==> config.mk <==
export PLATFORM = sky130hd
export DESIGN_NAME = bcdseg_decoder
export DESIGN_NICKNAME = d
export VERILOG_FILES = /design/src/rtl/bcdseg_pkg.sv /design/src/rtl/bcdseg_mode_dec.sv /design/src/rtl/bcdseg_glyph.sv /design/src/rtl/bcdseg_out_sel.sv /design/src/rtl/bcdseg_decoder.sv
export SDC_FILE = /design/constraint.sdc
export NUM_CORES = 1
export LEC_CHECK = 0
export ABC_AREA = 1
export BUFFER_PORTS_ARGS = -buffer_cell sky130_fd_sc_hd__buf_2
export CAP_MARGIN = 5
export CORE_AREA = 3 3 40 42
export CTS_CLUSTER_SIZE = 8
export DETAILED_ROUTE_END_ITERATION = 6
export DIE_AREA = 0 0 43 45
export PLACE_DENSITY = 0.62
export SLEW_MARGIN = 20
export SYNTH_ARGS = -nofsm -noshare
export SYNTH_HDL_FRONTEND = slang
export SYNTH_SLANG_ARGS = --single-unit
==> constraint.sdc <==
create_clock -name clk -period 2.49 [get_ports clk]
set_clock_uncertainty 0.15 [all_clocks]
set_input_delay 0.1245 -clock clk [delete_from_list [all_inputs] [get_ports clk]]
set_output_delay 0.1245 -clock clk [all_outputs]
set_load 0.03 [all_outputs]
==> src/rtl/bcdseg_pkg.sv <==
package bcdseg_pkg;
  localparam int SEG_COUNT = 7;

  typedef enum logic [1:0] {
    MODE_LAMP     = 2'd0,
    MODE_DARK     = 2'd1,
    MODE_SUPPRESS = 2'd2,
    MODE_SHOW     = 2'd3
  } disp_mode_e;
endpackage

==> src/rtl/bcdseg_mode_dec.sv <==
module bcdseg_mode_dec
  import bcdseg_pkg::*;
(
  input  logic       enable_i,
  input  logic       rbi_i,
  input  logic       is_zero_i,
  output disp_mode_e mode_o
);
  always_comb begin
    if (!enable_i)
      mode_o = rbi_i ? MODE_DARK : MODE_LAMP;
    else if (is_zero_i && !rbi_i)
      mode_o = MODE_SUPPRESS;
    else
      mode_o = MODE_SHOW;
  end
endmodule

==> src/rtl/bcdseg_glyph.sv <==
module bcdseg_glyph #(
  parameter int DIGIT_W = 4,
  parameter int SEG_N   = 7
) (
  input  logic [DIGIT_W-1:0] digit_i,
  output logic [SEG_N-1:0]   glyph_o,
  output logic               valid_o,
  output logic               is_zero_o
);
  localparam int MAX_DIGIT = 9;

  logic [6:0] pat;

  always_comb begin
    case (digit_i)
      DIGIT_W'(0): pat = 7'h3F;
      DIGIT_W'(1): pat = 7'h06;
      DIGIT_W'(2): pat = 7'h5B;
      DIGIT_W'(3): pat = 7'h4F;
      DIGIT_W'(4): pat = 7'h66;
      DIGIT_W'(5): pat = 7'h6D;
      DIGIT_W'(6): pat = 7'h7D;
      DIGIT_W'(7): pat = 7'h07;
      DIGIT_W'(8): pat = 7'h7F;
      DIGIT_W'(9): pat = 7'h67;
      default:     pat = 7'h00;
    endcase
  end

  assign glyph_o   = SEG_N'(pat);
  assign valid_o   = (digit_i <= DIGIT_W'(MAX_DIGIT));
  assign is_zero_o = (digit_i == '0);
endmodule

==> src/rtl/bcdseg_out_sel.sv <==
module bcdseg_out_sel
  import bcdseg_pkg::*;
#(
  parameter int SEG_N = 7
) (
  input  disp_mode_e       mode_i,
  input  logic [SEG_N-1:0] glyph_i,
  input  logic             valid_i,
  output logic [SEG_N-1:0] seg_o,
  output logic             rbo_o
);
  logic lamp_on;
  logic show_on;

  assign lamp_on = (mode_i == MODE_LAMP);
  assign show_on = (mode_i == MODE_SHOW) && valid_i;

  for (genvar s = 0; s < SEG_N; s++) begin : g_seg
    assign seg_o[s] = lamp_on | (show_on & glyph_i[s]);
  end

  assign rbo_o = !((mode_i == MODE_LAMP) || (mode_i == MODE_SUPPRESS));
endmodule

==> src/rtl/bcdseg_decoder.sv <==
module bcdseg_decoder
  import bcdseg_pkg::*;
#(
  parameter int DIGIT_W = 4,
  parameter int SEG_N   = SEG_COUNT
) (
  input  logic               clk,
  input  logic               rst,
  input  logic [DIGIT_W-1:0] digit_i,
  input  logic               enable_i,
  input  logic               rbi_i,
  output logic [SEG_N-1:0]   seg_o,
  output logic               rbo_o
);
  localparam int MAX_DIGIT = 9;

  disp_mode_e       mode;
  logic [SEG_N-1:0] glyph;
  logic             valid;
  logic             is_zero;
  logic [SEG_N-1:0] seg_nxt;
  logic             rbo_nxt;

  bcdseg_glyph #(.DIGIT_W(DIGIT_W), .SEG_N(SEG_N)) u_glyph (
    .digit_i   (digit_i),
    .glyph_o   (glyph),
    .valid_o   (valid),
    .is_zero_o (is_zero)
  );

  bcdseg_mode_dec u_mode (
    .enable_i  (enable_i),
    .rbi_i     (rbi_i),
    .is_zero_i (is_zero),
    .mode_o    (mode)
  );

  bcdseg_out_sel #(.SEG_N(SEG_N)) u_sel (
    .mode_i  (mode),
    .glyph_i (glyph),
    .valid_i (valid),
    .seg_o   (seg_nxt),
    .rbo_o   (rbo_nxt)
  );

  always_ff @(posedge clk) begin
    if (rst) begin
      seg_o <= '0;
      rbo_o <= 1'b1;
    end else begin
      seg_o <= seg_nxt;
      rbo_o <= rbo_nxt;
    end
  end

  // Output register guards
  assert_lamp_test_R1: assert property (@(posedge clk) disable iff (rst)
    (!enable_i && !rbi_i) |=> (seg_o == '1 && !rbo_o));

  assert_forced_dark_R2: assert property (@(posedge clk) disable iff (rst)
    (!enable_i && rbi_i) |=> (seg_o == '0 && rbo_o));

  assert_zero_suppress_R3: assert property (@(posedge clk) disable iff (rst)
    (enable_i && !rbi_i && digit_i == '0) |=> (seg_o == '0 && !rbo_o));

  assert_zero_shown_R4: assert property (@(posedge clk) disable iff (rst)
    (enable_i && rbi_i && digit_i == '0) |=> (seg_o == SEG_N'(7'h3F) && rbo_o));

  assert_digit_lit_R5: assert property (@(posedge clk) disable iff (rst)
    (enable_i && digit_i != '0 && digit_i <= DIGIT_W'(MAX_DIGIT))
      |=> (seg_o != '0 && rbo_o));

  assert_bad_code_dark_R7: assert property (@(posedge clk) disable iff (rst)
    (enable_i && digit_i > DIGIT_W'(MAX_DIGIT)) |=> (seg_o == '0 && rbo_o));

  assert_rbo_low_uniform_R8: assert property (@(posedge clk) disable iff (rst)
    !rbo_o |-> (seg_o == '0 || seg_o == '1));

  assert_reset_value_R9: assert property (@(posedge clk)
    rst |=> (seg_o == '0 && rbo_o));
endmodule

; Yosys cells after proc, flatten, opt, wreduce, memory -nomap -nowiden
; Memories as Yosys holds them, arrays and structs flattened.
; Cells that the tools add are included.
[totals]
register_bits = 8
mem_bits_ro = 112
in_bits = 8
wordCells = 30
n_memories = 1
[memory_table]
columns = memory, words, width, read_ports, rd_ports_with_merged_regs, write_ports, line_no
row1 = (name not given), 16, 7, 1, 0, 0, bcdseg_glyph.sv:15  ; case (digit_i)
[classes]
order_cmp = 1
eq_ne = 2
muxes = 3
bitwise_logic = 14
n_reduce_logical = 7
[ops]
columns = operator, n
row1 = AND 1 bit, 7
row2 = bitwise OR 1 bit, 7
row3 = equality test 2 bit (second input constant), 2
row4 = less-or-equal comparator 4 bit (second input constant), 1
row5 = logical NOT 4 bit, 1
row6 = logical AND 1 bit, 2
row7 = logical NOT 1 bit, 2
row8 = logical NOT 2 bit, 1
row9 = two-way mux 1 bit, 2
row10 = two-way mux 2 bit, 1
row11 = logical OR 1 bit, 1

; Longest topological paths before layout
; Gate-level depths: netlist (run 1).
[depth]
ltp_word = 8
depth_mapped = 9
depth_no_buf = 9

; By module
; Synthesis (run 1) repeated with hierarchy kept, for this count alone.
[unflattened]
hier_cells = 91
hier_area_um2 = 633.1
[by_module_without_submodules]
columns = mod, instances, cells_per_inst, area_per_inst_um2, seq_area_each_um2
row1 = bcdseg_decoder, 1, 26, 255.2, 160.2
row2 = bcdseg_glyph, 1, 41, 230.2, 0.0
row3 = bcdseg_out_sel, 1, 19, 125.1, 0.0
row4 = bcdseg_mode_dec, 1, 5, 22.5, 0.0

; Worst setup path before layout (run 1)
; No wires, ideal clock.
[synth_timing]
kind = input to register
from = input digit_i[0]
to = register seg_o[0]
arrival_ns = 0.896
required_time_ns = 2.270
slack_ns = 1.374
path_stages = 9
cell_sequence = inv_1 -> ha_1 -> inv_1 -> nor2_1 -> nand2_1 -> nand2_1 -> nor2_4 -> nand2_1 -> a21oi_1
[synth_via]
elab_chain_len = 8
elab_cells_between_ends = 11
classes_between = order compare (1) / eq/ne (1) / mux (2) / bitwise (2) / reduce/logical (4) / memory (1)
[synth_lines]
columns = item, line_no
row1 = start: declaration, bcdseg_decoder.sv:9  ; input logic [DIGIT_W-1:0] digit_i,
row2 = logical NOT 4 bit, bcdseg_glyph.sv:32  ; assign is_zero_o = (digit_i == '0);
row3 = logical AND 1 bit, bcdseg_mode_dec.sv:12  ; else if (is_zero_i && !rbi_i)
row4 = two-way mux 1 bit, bcdseg_mode_dec.sv:12
row5 = two-way mux 2 bit, bcdseg_mode_dec.sv:10  ; if (!enable_i)
row6 = equality test 2 bit, bcdseg_out_sel.sv:16  ; assign show_on = (mode_i == MODE_SHOW) && valid_i;
row7 = logical AND 1 bit, bcdseg_out_sel.sv:16
row8 = AND 1 bit, bcdseg_out_sel.sv:19  ; assign seg_o[s] = lamp_on | (show_on & glyph_i[s]);
row9 = bitwise OR 1 bit *, bcdseg_out_sel.sv:19
row10 = end signal: assignment, bcdseg_decoder.sv:51  ; seg_o <= seg_nxt;
row11 = end: declaration, bcdseg_decoder.sv:12  ; output logic [SEG_N-1:0] seg_o,
; Every way passes the cells marked *; elsewhere a longest branch is shown, timed or not.
; A chain may end at the register's enable or synchronous reset.

; Worst setup path in the final report (run 1)
[layout_timing]
from = input digit_i[0]
to = register seg_o[5]
; The elaborated chain is that of the path after synthesis.

==> flow_summary_export.csv, run 1 <==
group,metric,value,unit
run_status,status,"finished clean",
routing,routed_via_density,4.46,
layout,n_antenna_cell,0,
placement,place_congestion,0.814,
clocking,cts_buffer_depth,2,
logic_synthesis,yosys-top-cells-area,"dfxtp_1 34%, nand2_1 13%, ha_1 13%",
flow_run,drv_cap,0,
worst_setup_path,worst_setup_path_start_kind,"primary input",
power,power.leakage,0.305,nW
clocking,path_clk_slew,50,ps
global_routing,grt.overflow.total,0,
timing,relSlewSlack,80.2,%
clocking,cts_max_level,1,
routing,ant_nets,0,
layout,mostFrequentLayoutCells,"17 x nand2_1, 15 x buf_2, 11 x a21oi_1",
placement,port_buffers,15,
timing,tightest_slew,296,ps
floorplanning,io_pins,16,
routing,routed-via-count,437,
clocking,clock-sinks,8,
routing,totalWireLength,828,µm
logic_synthesis,syn_avg_cell_area,7.06,µm²
routing,drtIter0Drc,3,
placement,dp_hpwl,686,µm
timing,min_period,1110,ps
logic_synthesis,yosysTopAreaCell,"dfxtp_1",
logic_synthesis,yosys.area.top_type_share,33.9,%
routing,drc,0,
layout,syn_to_final_growth,22.5,%
global_routing,grt_pass1_wl,1410,µm
layout,nNetsFinal,98,
timing,period_share,44.4,%
logic_synthesis,ys_seq_elements,8,
layout,fin_util,45.1,%
worst_setup_path,cp_max_fo,7,
timing,setup_viol,0,
clocking,cts_tree,"built",
worst_setup_path,cp_data_arrival_time,1130,ps
floorplanning,rows,13,
timing,hold_violations,0,
global_routing,grt_pass1_vias,362,
timing,fmax,904,MHz
layout,layout_commonest_cell,"nand2_1",
floorplanning,core,1280,µm²
min_path,min_path_type,"primary input to flip-flop",
worst_setup_path,worstSetupEndpointType,"flip-flop",
logic_synthesis,seq_area_frac_synth,33.9,%
clocking,root_buffer,"clkbuf_4",
timing,finalMaxSlewViolations,0,
worst_setup_path,path_class,"primary input to flip-flop",
clocking,cts_buffers,3,
global_routing,antenna_found_initial,0,
clocking,postCtsSetupBuffers,0,
timing,rsz0062_at_grt,"no",
timing,setup_tns,0,ps
logic_synthesis,ys.warnings.count,0,
floorplanning,start_util,36.8,%
routing,wl_per_cell,8.45,µm
logic_synthesis,syn-instance-count,67,
routing,drt_pass1_iterations,2,
floorplanning,die-area,1940,µm²
layout,drive_above_1_share,26.5,%
min_path,worstHoldPathCells,4,
power,power_density,530,nW/µm²
logic_synthesis,syn-cell-area,473,µm²
worst_setup_path,required,2510,ps
floorplanning,die_h,45,µm
global_routing,grt_start_max_net_pins,13,
global_routing,grt_util_all_layers,9.58,%
logic_synthesis,ys_types,17,
floorplanning,die_w,43,µm
power,vdd_drop_max,0.000285,V
logic_synthesis,mappedNetlistNets,80,
## layer usage
layer / up-vias / share of wire [%] / GRT usage, %
met2: 11 / 46 / 15.6
met4: 0 / 0 / 0
met5: - / 0 / 0
li1: 242 / - / -
met3: 0 / 8.9 / 6.37
met1: 184 / 45 / 11.4
## critical path, stage by stage
cell	delay [ps]
buf_2	100
inv_1	70
ha_1	210
inv_1	70
nor2_1	50
nand2_1	80
nand2_1	80
nor2_4	150
nand2_1	70
a21oi_1	120
## cell usage after synthesis (all sizes together)
| library cell | n |
|---|---|
| a21oi | 11 |
| dfxtp | 8 |
| nor3 | 1 |
| o22ai | 1 |
| o21ai | 2 |
| nand2 | 17 |
| buf | 3 |
| or2 | 1 |
| ha | 5 |
| nand3 | 1 |
| nor2 | 8 |
| inv | 8 |
| a21o | 1 |
## flip-flops by register name, indices dropped and copies added, names as in the netlist
| register | count |
|---|---|
| rbo_o | 1 |
| seg_o | 7 |
## logic make-up (layout without fill, tap and decap cells)
kind of cell,count (synthesis),count (layout),share of synthesized area [%]
simple gates,28,28,25.4
buf+inv,11,27,10.6
fa+ha+maj,5,5,13.2
flops,8,8,33.9
compound gates,15,15,16.9
## worst paths after layout
check	from	end
worst max-delay path	digit_i[0]	seg_o[5]$_SDFF_PP0_
worst min-delay path	rbi_i	rbo_o$_SDFF_PP1_
## per-stage QoR
| step | setup slack [ps] | power [W] | hold slack [ps] | instances | cell area, µm² |
|---|---|---|---|---|---|
| global route | 1260 | 0.000329 | 95.5 | 98 | 579 |
| global placement | 1140 | 0.000214 | 239 | 94 | 547 |
| detailed placement | 1110 | 0.000214 | 240 | 94 | 547 |
| finish | 1380 | 0.000307 | 61.6 | 98 | 579 |
| floorplan | 1370 | 0.000195 | 190 | 67 | 473 |
| CTS | 1380 | 0.000314 | 54.3 | 98 | 579 |
## where the power goes
part / internal [W] / switching (W) / total (W) / leakage, nW
Sequential: 0.000136 / 0.00000137 / 0.000138 / 0.0662
Clock: 0.0000549 / 0.0000400 / 0.0000949 / 0.0138
Combinational: 0.0000253 / 0.0000491 / 0.0000744 / 0.225
Total: 0.000216 / 0.0000904 / 0.000307 / 0.305
## cell type report
class / instances / area (µm²)
sequential: 8 / 160
tap: 15 / 18.8
fill: 148 / 706
clock buffer: 3 / 22.5
timing repair buffer: 16 / 85.1
multi-input combinational: 48 / 263
inverter: 8 / 30.0
## repair_timing
item	4_1_cts	5_1_grt
gates resized for setup	0	0
endpoints found under the hold margin	7	0
hold buffers	1	0
No activity file was read; power rests on OpenSTA's default activity.
==> run 2, diff against run 1 <==
clock period = 1.1 ns   (was 2.49 ns; I/O delays follow)
==> run 2 against run 1 <==
Compared with the run above: the run now ends with hold timing left; routed wire length rose by 1.2%; die area did not move; first-iteration DRC count rose by 130%; sequential share of layout area fell by 2.2 points; total power rose by 130%; worst hold slack got worse by 77 ps; via count rose by 4.1%; final cell count rose by 3.1%; sequential power rose by 130%; flip-flop and latch count did not move; combinational power rose to 2.5 times the previous value; largest power group unchanged.
==> flow_summary_export.csv, run 2 (synthesized netlist as in run 1, its figures left out) <==
group,metric,value,unit
worst_setup_path,cp_cell_sequence,"buf_4 -> inv_2 -> ha_4 -> inv_2 -> nor2_1 -> nand2_1 -> nand2_2 -> nor2_4 -> nand2_1 -> a21oi_1",
clocking,root_buffer,"clkbuf_4",
layout,regMostFlops,"seg_o",
layout,largest_register_ffs,7,
layout,n_antenna_cell,0,
routing,drc,0,
worst_setup_path,worst_setup_path_start_kind,"primary input",
worst_setup_path,critPathBufInv,3,
layout,layout_commonest_cell,"nand2_1",
timing,setup_ws,138,ps
floorplanning,die-area,1940,µm²
layout,multiInputGateArea,288,µm²
power,sw_frac_of_total,29.7,%
run_status,violations,"hold timing",
layout,fillers,143,
power,power_density,1140,nW/µm²
worst_setup_path,required,1130,ps
routing,routed_via_density,4.50,
floorplanning,core,1280,µm²
min_path,min_path_type,"primary input to flip-flop",
worst_setup_path,max_stage_delay,170,ps
placement,pre_cts_ws,-198,ps
floorplanning,io_pins,16,
power,p_seq_share,43.6,%
global_routing,met3_usage,4.78,%
floorplanning,rows,13,
routing,routed-via-count,455,
global_routing,grt_pass1_vias,379,
power,power_frac_comb,26.3,%
global_routing,grt_start_max_net_pins,13,
clocking,cts_buffers,3,
layout,nNetsFinal,101,
routing,wl_per_cell,8.30,µm
global_routing,grt_use_met2,15.0,%
layout,mostFrequentLayoutCells,"15 x nand2_1, 14 x buf_2, 9 x a21oi_1",
timing,rsz0062_at_grt,"no",
timing,hold_violations,1,
placement,dp_hpwl,690,µm
worst_setup_path,path_class,"primary input to flip-flop",
placement,port_buffers,15,
global_routing,grt.overflow.total,0,
timing,finalMaxSlewViolations,0,
timing,relSlewSlack,81.2,%
run_status,status,"finished, violations left",
timing,holdWs,-15.5,ps
routing,ant_nets,0,
placement,place_congestion,0.758,
clocking,clock-sinks,8,
floorplanning,die_h,45,µm
global_routing,grt_most_used_layer,"met2",
clocking,cts_max_level,1,
floorplanning,die_w,43,µm
power,p_int,0.000503,W
worst_setup_path,worstSetupEndpointType,"flip-flop",
timing,min_period,962,ps
placement,placed_cell_area,569,µm²
worst_setup_path,cp_slowest_cell,"nor2_4",
global_routing,grt_util_all_layers,9.24,%
worst_setup_path,cp_max_fo,7,
clocking,path_clk_slew,50,ps
layout,fin_util,49.0,%
power,p_clk_share,30.1,%
floorplanning,start_util,36.8,%
timing,setup_viol,0,
worst_setup_path,cp_data_arrival_time,990,ps
global_routing,use_met1,11.8,%
power,switchingPower,0.000212,W
worst_setup_path,cpLargestDelayFamily,"simple AND/OR/NAND/NOR gates",
clocking,cts_buffer_depth,2,
layout,drive_above_1_share,38.4,%
power,power.leakage,0.318,nW
global_routing,antenna_found_initial,0,
flow_run,drv_cap,0,
global_routing,grt_pass1_wl,1400,µm
timing,fmax,1040,MHz
routing,totalWireLength,838,µm
clocking,cts_tree,"built",
timing,period_share,87.5,%
clocking,postCtsSetupBuffers,0,
layout,final_cell_area,629,µm²
routing,drt_pass1_iterations,4,
layout,regArea,160,µm²
layout,syn_to_final_growth,33.1,%
timing,tightest_slew,282,ps
routing,drtIter0Drc,7,
layout,largestRegisters,"seg_o (7), rbo_o (1)",
power,vdd_drop_max,0.000823,V
==> run 2: area by class of cell <==
type	instances	share of cell area (%)
inverter	8	4.77
tap	15	2.98
clock buffer	3	3.58
sequential	8	25.4
multi-input combinational	48	45.7
timing repair buffer	19	17.5
==> run 2: repair_timing <==
item	CTS	global route
hold buffers	1	0
endpoints found under the hold margin	8	0
gates resized for setup	0	10
setup endpoints to repair	0	7
==> run 2: final timing paths <==
kind	cells past startpoint	start	end	slack, ps
max	10	digit_i[0]	seg_o[0]$_SDFF_PP0_	140
min	4	rbi_i	rbo_o$_SDFF_PP1_	-20
==> run 2: routing by layer <==
metal	share of wire, %	up-vias
met3	6.8	0
met5	0	-
li1	-	248
met2	45	10
met1	48	197
met4	0	0
==> run 2: power groups by stage <==
stage | Sequential (W) | Combinational [W] | Clock, W
6_report | 0.000312 | 0.000188 | 0.000215
5_1_grt | 0.000313 | 0.000214 | 0.000232
4_1_cts | 0.000312 | 0.000178 | 0.000223
3_5_place_dp | 0.000318 | 0.000175 | 0
3_3_place_gp | 0.000317 | 0.000174 | 0
2_1_floorplan | 0.000356 | 0.0000853 | 0
==> run 2: per-stage QoR <==
stage | cells | total power, W | setup TNS [ps] | hold WS, ps
4_1_cts | 101 | 0.000712 | 0 | -29.8
6_report | 101 | 0.000715 | 0 | -15.5
3_5_place_dp | 97 | 0.000492 | -1250 | 174
2_1_floorplan | 67 | 0.000441 | 0 | 121
3_3_place_gp | 97 | 0.000491 | -1170 | 166
5_1_grt | 101 | 0.000758 | 0 | 27.8
